$ cat src/rtl/flip_ctrl.sv
module flip_ctrl #(
  parameter int L2_WAIT = 40,
  parameter int CLR_CYC = 50,
  parameter int CW      = 16
) (
  input  logic          clk,
  input  logic          rst_n,
  input  logic          l1_acc,
  input  logic          l2_acc,
  input  logic [1:0]    conv_done,
  output logic [1:0]    gate,
  output logic [1:0]    fclr,
  output logic [1:0]    conv_start,
  output logic          fe_busy,
  output logic [CW-1:0] n_acc,
  output logic [CW-1:0] n_drop
);
  localparam int TMAX = (L2_WAIT > CLR_CYC) ? L2_WAIT : CLR_CYC;
  localparam int TW   = $clog2(TMAX + 1);

  typedef enum logic [1:0] {S_IDLE, S_WAIT, S_CLR, S_CONV} st_t;

  st_t           st  [2];
  logic [TW-1:0] tmr [2];
  logic          older;
  logic [1:0]    idle, wt, l1hit, l2hit;

  assign idle    = {st[1] == S_IDLE, st[0] == S_IDLE};
  assign wt      = {st[1] == S_WAIT, st[0] == S_WAIT};
  assign fe_busy = ~|idle;
  assign l1hit   = !l1_acc ? 2'b00 : idle[0] ? 2'b01 : idle[1] ? 2'b10 : 2'b00;
  assign l2hit   = !l2_acc ? 2'b00 : (wt == 2'b11) ? (older ? 2'b10 : 2'b01) : wt;

  assign gate       = wt;
  assign fclr       = {st[1] == S_CLR, st[0] == S_CLR};
  assign conv_start = l2hit;

  for (genvar b = 0; b < 2; b++) begin : g_bank
    always_ff @(posedge clk) begin
      if (!rst_n) begin
        st[b]  <= S_IDLE;
        tmr[b] <= '0;
      end else begin
        case (st[b])
          S_IDLE: if (l1hit[b]) begin
            st[b]  <= S_WAIT;
            tmr[b] <= '0;
          end
          S_WAIT: if (l2hit[b]) begin
            st[b] <= S_CONV;
          end else if (tmr[b] == TW'(L2_WAIT - 1)) begin
            st[b]  <= S_CLR;
            tmr[b] <= '0;
          end else begin
            tmr[b] <= tmr[b] + 1'b1;
          end
          S_CLR: if (tmr[b] == TW'(CLR_CYC - 1)) st[b] <= S_IDLE;
                 else tmr[b] <= tmr[b] + 1'b1;
          default: if (conv_done[b]) st[b] <= S_IDLE;
        endcase
      end
    end
  end

  always_ff @(posedge clk) begin
    if (!rst_n) begin
      older  <= 1'b0;
      n_acc  <= '0;
      n_drop <= '0;
    end else begin
      if (l1hit[0]) older <= wt[1];
      else if (l1hit[1]) older <= !wt[0];
      if (l1_acc) begin
        if (fe_busy) n_drop <= n_drop + 1'b1;
        else         n_acc  <= n_acc + 1'b1;
      end
    end
  end
endmodule

$ cat config.mk
export PLATFORM = sky130hd
export DESIGN_NAME = flip_ctrl
export DESIGN_NICKNAME = d
export VERILOG_FILES = /design/src/rtl/flip_ctrl.sv
export SDC_FILE = /design/constraint.sdc
export NUM_CORES = 1
export LEC_CHECK = 0
export ABC_CLOCK_PERIOD_IN_PS = 2350
export BUFFER_PORTS_ARGS = -buffer_cell sky130_fd_sc_hd__buf_2
export CAP_MARGIN = 20
export CELL_PAD_IN_SITES_DETAIL_PLACEMENT = 0
export CELL_PAD_IN_SITES_GLOBAL_PLACEMENT = 2
export CORE_MARGIN = 2
export CORE_UTILIZATION = 30
export CTS_CLUSTER_SIZE = 40
export DETAILED_ROUTE_END_ITERATION = 10
export PLACE_DENSITY_LB_ADDON = 0.25
export SYNTH_ARGS = -nofsm -noshare
export SYNTH_HDL_FRONTEND = slang
export SYNTH_SLANG_ARGS = --single-unit
$ cat constraint.sdc
create_clock -name clk -period 2.35 [get_ports clk]
set_clock_uncertainty 0.15 [all_clocks]
set_input_delay 0.3525 -clock clk [delete_from_list [all_inputs] [get_ports clk]]
set_output_delay 0.3525 -clock clk [all_outputs]
set_load 0.1 [all_outputs]
==> results of run 1 <==
[kinds of logic after synthesis]
group           after synthesis
mux                           2
compound gates               51
simple gates                124
flops                        49
fa+ha+maj                     6
buf+inv                      25
xor+xnor                     25
[routing by layer]
metal	vias to the layer above	global-route usage (%)	wire, um
li1	1110	-	-
met1	1044	17.1	2820
met2	41	21.1	2650
met3	5	2.51	224
met4	0	4.05	56
met5	-	0	0
[through the flow]
step | power (uW) | cells | hold slack [ns]
after floorplan | 1540 | 282 | 0.346
after global placement | 1690 | 427 | 0.318
after detailed placement | 1690 | 427 | 0.319
after CTS | 2180 | 435 | 0.283
after global routing | 2270 | 435 | 0.314
final | 2150 | 435 | 0.288
[synth_stat cells, types with 2 or more instances]
| cell type | number |
|---|---|
| dfxtp_1 | 33 |
| nor2_1 | 30 |
| a21oi_1 | 20 |
| nand2_1 | 18 |
| edfxtp_1 | 16 |
| nand3_1 | 15 |
| nor3_1 | 14 |
| xnor2_1 | 13 |
| inv_1 | 12 |
| xor2_1 | 12 |
| o21ai_0 | 11 |
| or3_1 | 10 |
| clkbuf_1 | 8 |
| and3_1 | 6 |
| ha_1 | 6 |
| nand4_1 | 5 |
| o31ai_1 | 5 |
| or4_1 | 5 |
| nand2b_1 | 4 |
| nor2b_1 | 4 |
| buf_2 | 3 |
| nand3b_1 | 3 |
| a211oi_1 | 2 |
| o211ai_1 | 2 |
| or4_4 | 2 |
[area by class of cell]
cell class | count | area (sq um) | area share (%)
multi-input combinational | 208 | 1320 | 43.3
timing repair buffer | 52 | 298 | 9.79
tap | 105 | 131 | 4.32
clock buffer | 6 | 72.6 | 2.39
inverter | 13 | 52.6 | 1.73
clock inverter | 2 | 10.0 | 0.329
sequential | 49 | 1160 | 38.1
[flip-flops by register name (all words and copies together) (netlist names)]
| register | flops |
|---|---|
| st | 4 |
| tmr | 12 |
| older | 1 |
| n_drop | 16 |
| n_acc | 16 |
[power by group through the flow]
stage          logic (uW)  clock network, uW  registers (uW)
6_report              614                482            1060
5_1_grt               661                539            1070
4_1_cts               617                508            1060
3_5_place_dp          615                  0            1070
3_3_place_gp          617                  0            1070
2_1_floorplan         427                  0            1110
[worst max-delay path, cell delays in order, from the launching register on]
cell,delay (ns)
edfxtp_1,0.51
buf_4,0.21
nand2b_1,0.19
inv_1,0.12
buf_2,0.44
[worst paths after layout]
kind	endpoint
worst max-delay path	gate[1]
worst min-delay path	n_acc[1]$_SDFFE_PN0P_
worst max register to register	n_acc[14]$_SDFFE_PN0P_
worst min register to register	n_acc[15]$_SDFFE_PN0P_
==> impl_metrics.ini, run 1 <==
[critical_path]
cp-startpoint = st[1][1]$_SDFFCE_PP0P_
r2r-start = n_acc[3]$_SDFFE_PN0P_
worstRegToRegCells = 4
rrSetupSlack_ns = 0.32
cp_max_fo = 8
crit_type = reg2out
critPathArrivalTime_ns = 1.77
required_ns = 1.85
worstSetupStartpointType = flop
end_kind = output port

[floorplan]
start_util_pct = 30.9
dieArea_sq_mm = 0.00921
rows = 33
die_x_um = 96.0
die_h_um = 96.0
io_pins = 45
core-area_sq_mm = 0.00822

[yosys]
synth_top_family_by_area = simple AND/OR/NAND/NOR gates
synth_top_cell_area_share_pct = 26.0
syn_inst = 282
avgSynthCellArea_sq_um = 9.00
synth-compound-area-share_pct = 12.8
ys_types = 48
synth_warnings = 0
synth_area_leaders = dfxtp_1 (26%), edfxtp_1 (19%), xnor2_1 (4.5%)
yosys.area_share.simple_pct = 25.9
yosysTopAreaCell = dfxtp_1
synth_fa_ha_area_share_pct = 2.96
yosys_register_bits = 49
yosys_most_used_dff = dfxtp_1
ys_seq_area_share_pct = 44.9
synthXorXnorAreaFrac_pct = 8.62
synth_mux_area_share_pct = 0.838
async_flop_share_pct = 0
syn_nets = 294
synth_edf_count = 16
syn_area_sq_mm = 0.00254

[cts]
root_buffer = clkbuf_8
cts-resized-gates = 0
cts_tree = built
htreeDepth = 2
cts.reportedPaths.clkPinSlew_ns = 0.09
cts_hold_buf = 0
cts_sinks = 49
cts_buffer_depth = 2
clk_latency_ns = 0.30
post_cts_buffers = 0
numCtsBuffers = 5

[sta]
setup_viol = 0
maxSlewViolCount = 0
timing.setup.tns_ns = 0
post-route-period-util_pct = 96.5
worstMarginPinSlew_ns = 0.493
fmax_mhz = 441
setup_ws_ns = 0.0820
layout_min_cycle_time_ns = 2.27
hold_viol_final = 0
rsz0062_at_grt = no
slew-limit-headroom_pct = 67.1

[layout]
area_growth_pct = 19.8
antenna-diode-count = 0
mostFrequentLayoutCells = buf_2 (42), nor2_1 (29), a21oi_1 (20), nand2_1 (18), dfxtp_1 (18)
post-route-util_pct = 37.0
n_fill_cell = 891
final_nets = 341
finish.instance_area_sq_mm = 0.00304
drive_above_1_share_pct = 26.7
layout_commonest_cell = buf_2

[power_and_ir_drop]
p_leak_uw = 0.00116
power.internal_uw = 1350
p_comb_share_pct = 28.5
p_clk_share_pct = 22.4
max-vdd-ir-drop_v = 0.000358
swShare_pct = 37.4
p_switching_uw = 805
power_frac_seq_pct = 49.1
powerDensity_mw_per_mm2 = 707

[placed_design]
pre_cts_ws_ns = 0.315
portBuffers = 44
place_area_sq_mm = 0.00295
dp_hpwl_um = 4150
globalplace.congestion = 0.705

[min_path]
hp-start = l1_acc
holdPathStages = 3
hold_class = in2reg

[detailed_routing]
drc = 0
viasPerCell = 5.06
drt_wl_total_um = 5760
final_antenna_net_count = 0
routedWlPerCell_um = 13.2
drtIter0Drc = 71
dr.pass1.iters = 4
via_count = 2200

[global_routing]
grt_first_pass_wirelength_um = 9330
antenna_found_initial = 0
grt_start_max_net_pins = 44
grt.overflow.total = 0
grt_use_total_pct = 12.9
grt_pass1_vias = 2001

[flow_run]
cap_violations = 0

[status]
status = completed
No activity file was read; power rests on OpenSTA's default activity.
==> run 2, diff against run 1 <==
--- a/config.mk
+++ b/config.mk
@@ -5,7 +5,7 @@
 export SDC_FILE = /design/constraint.sdc
 export NUM_CORES = 1
 export LEC_CHECK = 0
-export ABC_CLOCK_PERIOD_IN_PS = 2350
+export ABC_CLOCK_PERIOD_IN_PS = 1900
 export BUFFER_PORTS_ARGS = -buffer_cell sky130_fd_sc_hd__buf_2
 export CAP_MARGIN = 20
 export CELL_PAD_IN_SITES_DETAIL_PLACEMENT = 0
@@ -14,6 +14,7 @@
 export CORE_UTILIZATION = 30
 export CTS_CLUSTER_SIZE = 40
 export DETAILED_ROUTE_END_ITERATION = 10
+export GPL_TIMING_DRIVEN = 0
 export PLACE_DENSITY_LB_ADDON = 0.25
 export SYNTH_ARGS = -nofsm -noshare
 export SYNTH_HDL_FRONTEND = slang
==> constraint.sdc (replaced) <==
create_clock -name clk -period 1.9 [get_ports clk]
set_clock_uncertainty 0.15 [all_clocks]
set_input_delay 0.285 -clock clk [delete_from_list [all_inputs] [get_ports clk]]
set_output_delay 0.285 -clock clk [all_outputs]
set_load 0.1 [all_outputs]
==> impl_metrics.ini, run 2 (same netlist as run 1, synthesis figures left out) <==
[status]
status = finished with violations
violations = negative setup slack

[floorplan]
io_pins = 45
core-area_sq_mm = 0.00822
rows = 33
die_h_um = 96.0
dieArea_sq_mm = 0.00921
die_x_um = 96.0
start_util_pct = 30.9

[cts]
cts_tree = built
numCtsBuffers = 5
cts.reportedPaths.clkPinSlew_ns = 0.09
cts_hold_buf = 0
cts_buffer_depth = 2
htreeDepth = 2
root_buffer = clkbuf_8
clk_latency_ns = 0.31
cts_sinks = 49

[critical_path]
cp_max_fo = 5
crit_type = reg2out
end_kind = output port
worstSetupStartpointType = flop
crit_cells = 5
cp-startpoint = st[0][1]$_SDFFCE_PP0P_
cpLargestDelayFamily = flip-flops
required_ns = 1.46
slowest_delay_ns = 0.44
worst-path-buf-inv = 3
cp_slowest_cell = edfxtp_1
crit_chain = buf_6 > nand2b_4 > clkinvlp_4 > and3_4 > buf_12
critPathArrivalTime_ns = 1.52
worstRegToRegCells = 5
r2r-start = st[1][1]$_SDFFCE_PP0P_

[min_path]
hp-start = rst_n
hold_class = in2reg
holdPathStages = 3

[sta]
rsz0062_at_grt = yes
maxSlewViolCount = 0
setup_viol = 5
hold_viol_final = 0
slew-limit-headroom_pct = 62.2
worstMarginPinSlew_ns = 0.566
post-route-period-util_pct = 103
layout_min_cycle_time_ns = 1.95
setup_ws_ns = -0.0529
fmax_mhz = 512

[placed_design]
dp_cells = 431
portBuffers = 44
globalplace.congestion = 0.724
dp_hpwl_um = 4320

[detailed_routing]
drtIter0Drc = 56
final_antenna_net_count = 0
dr.pass1.iters = 4
drt_wl_total_um = 6270
via_count = 2285
routedWlPerCell_um = 13.6
drc = 0
viasPerCell = 4.96

[flow_run]
cap_violations = 0

[power_and_ir_drop]
max-vdd-ir-drop_v = 0.000583
p_leak_uw = 0.00133
powerDensity_mw_per_mm2 = 868
finalPower_uw = 3100

[layout]
mostFrequentLayoutCells = buf_2 (38), nor2_1 (29), buf_4 (23), nand2_1 (17), dfxtp_4 (17)
final_nets = 367
antenna-diode-count = 0
layout_commonest_cell = buf_2
area_growth_pct = 40.9
post-route-util_pct = 43.5
reg_top3 = n_acc (16), n_drop (16), tmr (12)
finalNonFillerCells = 461
drive_above_1_share_pct = 42.7

[global_routing]
grt.overflow.total = 0
grt_first_pass_wirelength_um = 10300
antenna_found_initial = 0
grt_start_max_net_pins = 16
grt_pass1_vias = 2166
grt_use_total_pct = 14.1
[run 2: path summary, 6_finish.rpt]
path	slack [ns]	end
worst min-delay path	0.24	older$_SDFFE_PN0P_
worst max register to register	-0.01	n_drop[13]$_SDFFE_PN0P_
worst max-delay path	-0.05	conv_start[0]
worst min register to register	0.34	n_drop[15]$_SDFFE_PN0P_
[run 2: worst reg2reg max path: cells and delay by family (launching register included)]
kind                   cells  cell delay [ns]
AO/OA/AOI/OAI              2             0.23
buffers and inverters      1             0.15
flip-flops                 1             0.44
AND/OR/NAND/NOR            2             0.88
[run 2: through the flow]
step,cell area (sq um),worst slack [ns],hold WS (ns),setup TNS [ns]
6_report,3580,-0.0529,0.242,-0.119
5_1_grt,3580,-0.117,0.277,-1.40
4_1_cts,3420,-0.104,0.227,-0.370
3_5_place_dp,3060,-0.534,0.327,-6.16
3_3_place_gp,3060,-0.570,0.315,-6.49
2_1_floorplan,2710,-0.242,0.333,-3.61
[run 2: cell type report]
cell class | count | area [sq um]
Fill cell | 819 | 4640
Clock inverter | 1 | 6.26
Buffer | 11 | 86.3
Inverter | 13 | 60.1
Tap cell | 105 | 131
Sequential cell | 49 | 1220
Multi-Input combinational cell | 208 | 1490
Clock buffer | 7 | 108
Timing Repair Buffer | 67 | 470
[run 2: what timing repair did]
action,4_1_cts,5_1_grt
setup buffers,13,10
endpoints found under the setup margin,45,41
resized for setup,35,19
pin swaps,6,8
[run 2: layer usage]
metal	vias up	track usage (%)	routed length (um)
met4	0	3.93	70
met5	-	0	0
met1	1083	19.1	3080
met2	33	22.9	2900
li1	1162	-	-
met3	7	2.82	214
[run 2: where the power goes]
group / switching (uW) / total [uW] / leakage (uW) / internal [uW]
Clock: 374 / 751 / 0.0000599 / 377
Combinational: 657 / 1080 / 0.000808 / 419
Sequential: 104 / 1280 / 0.000462 / 1170
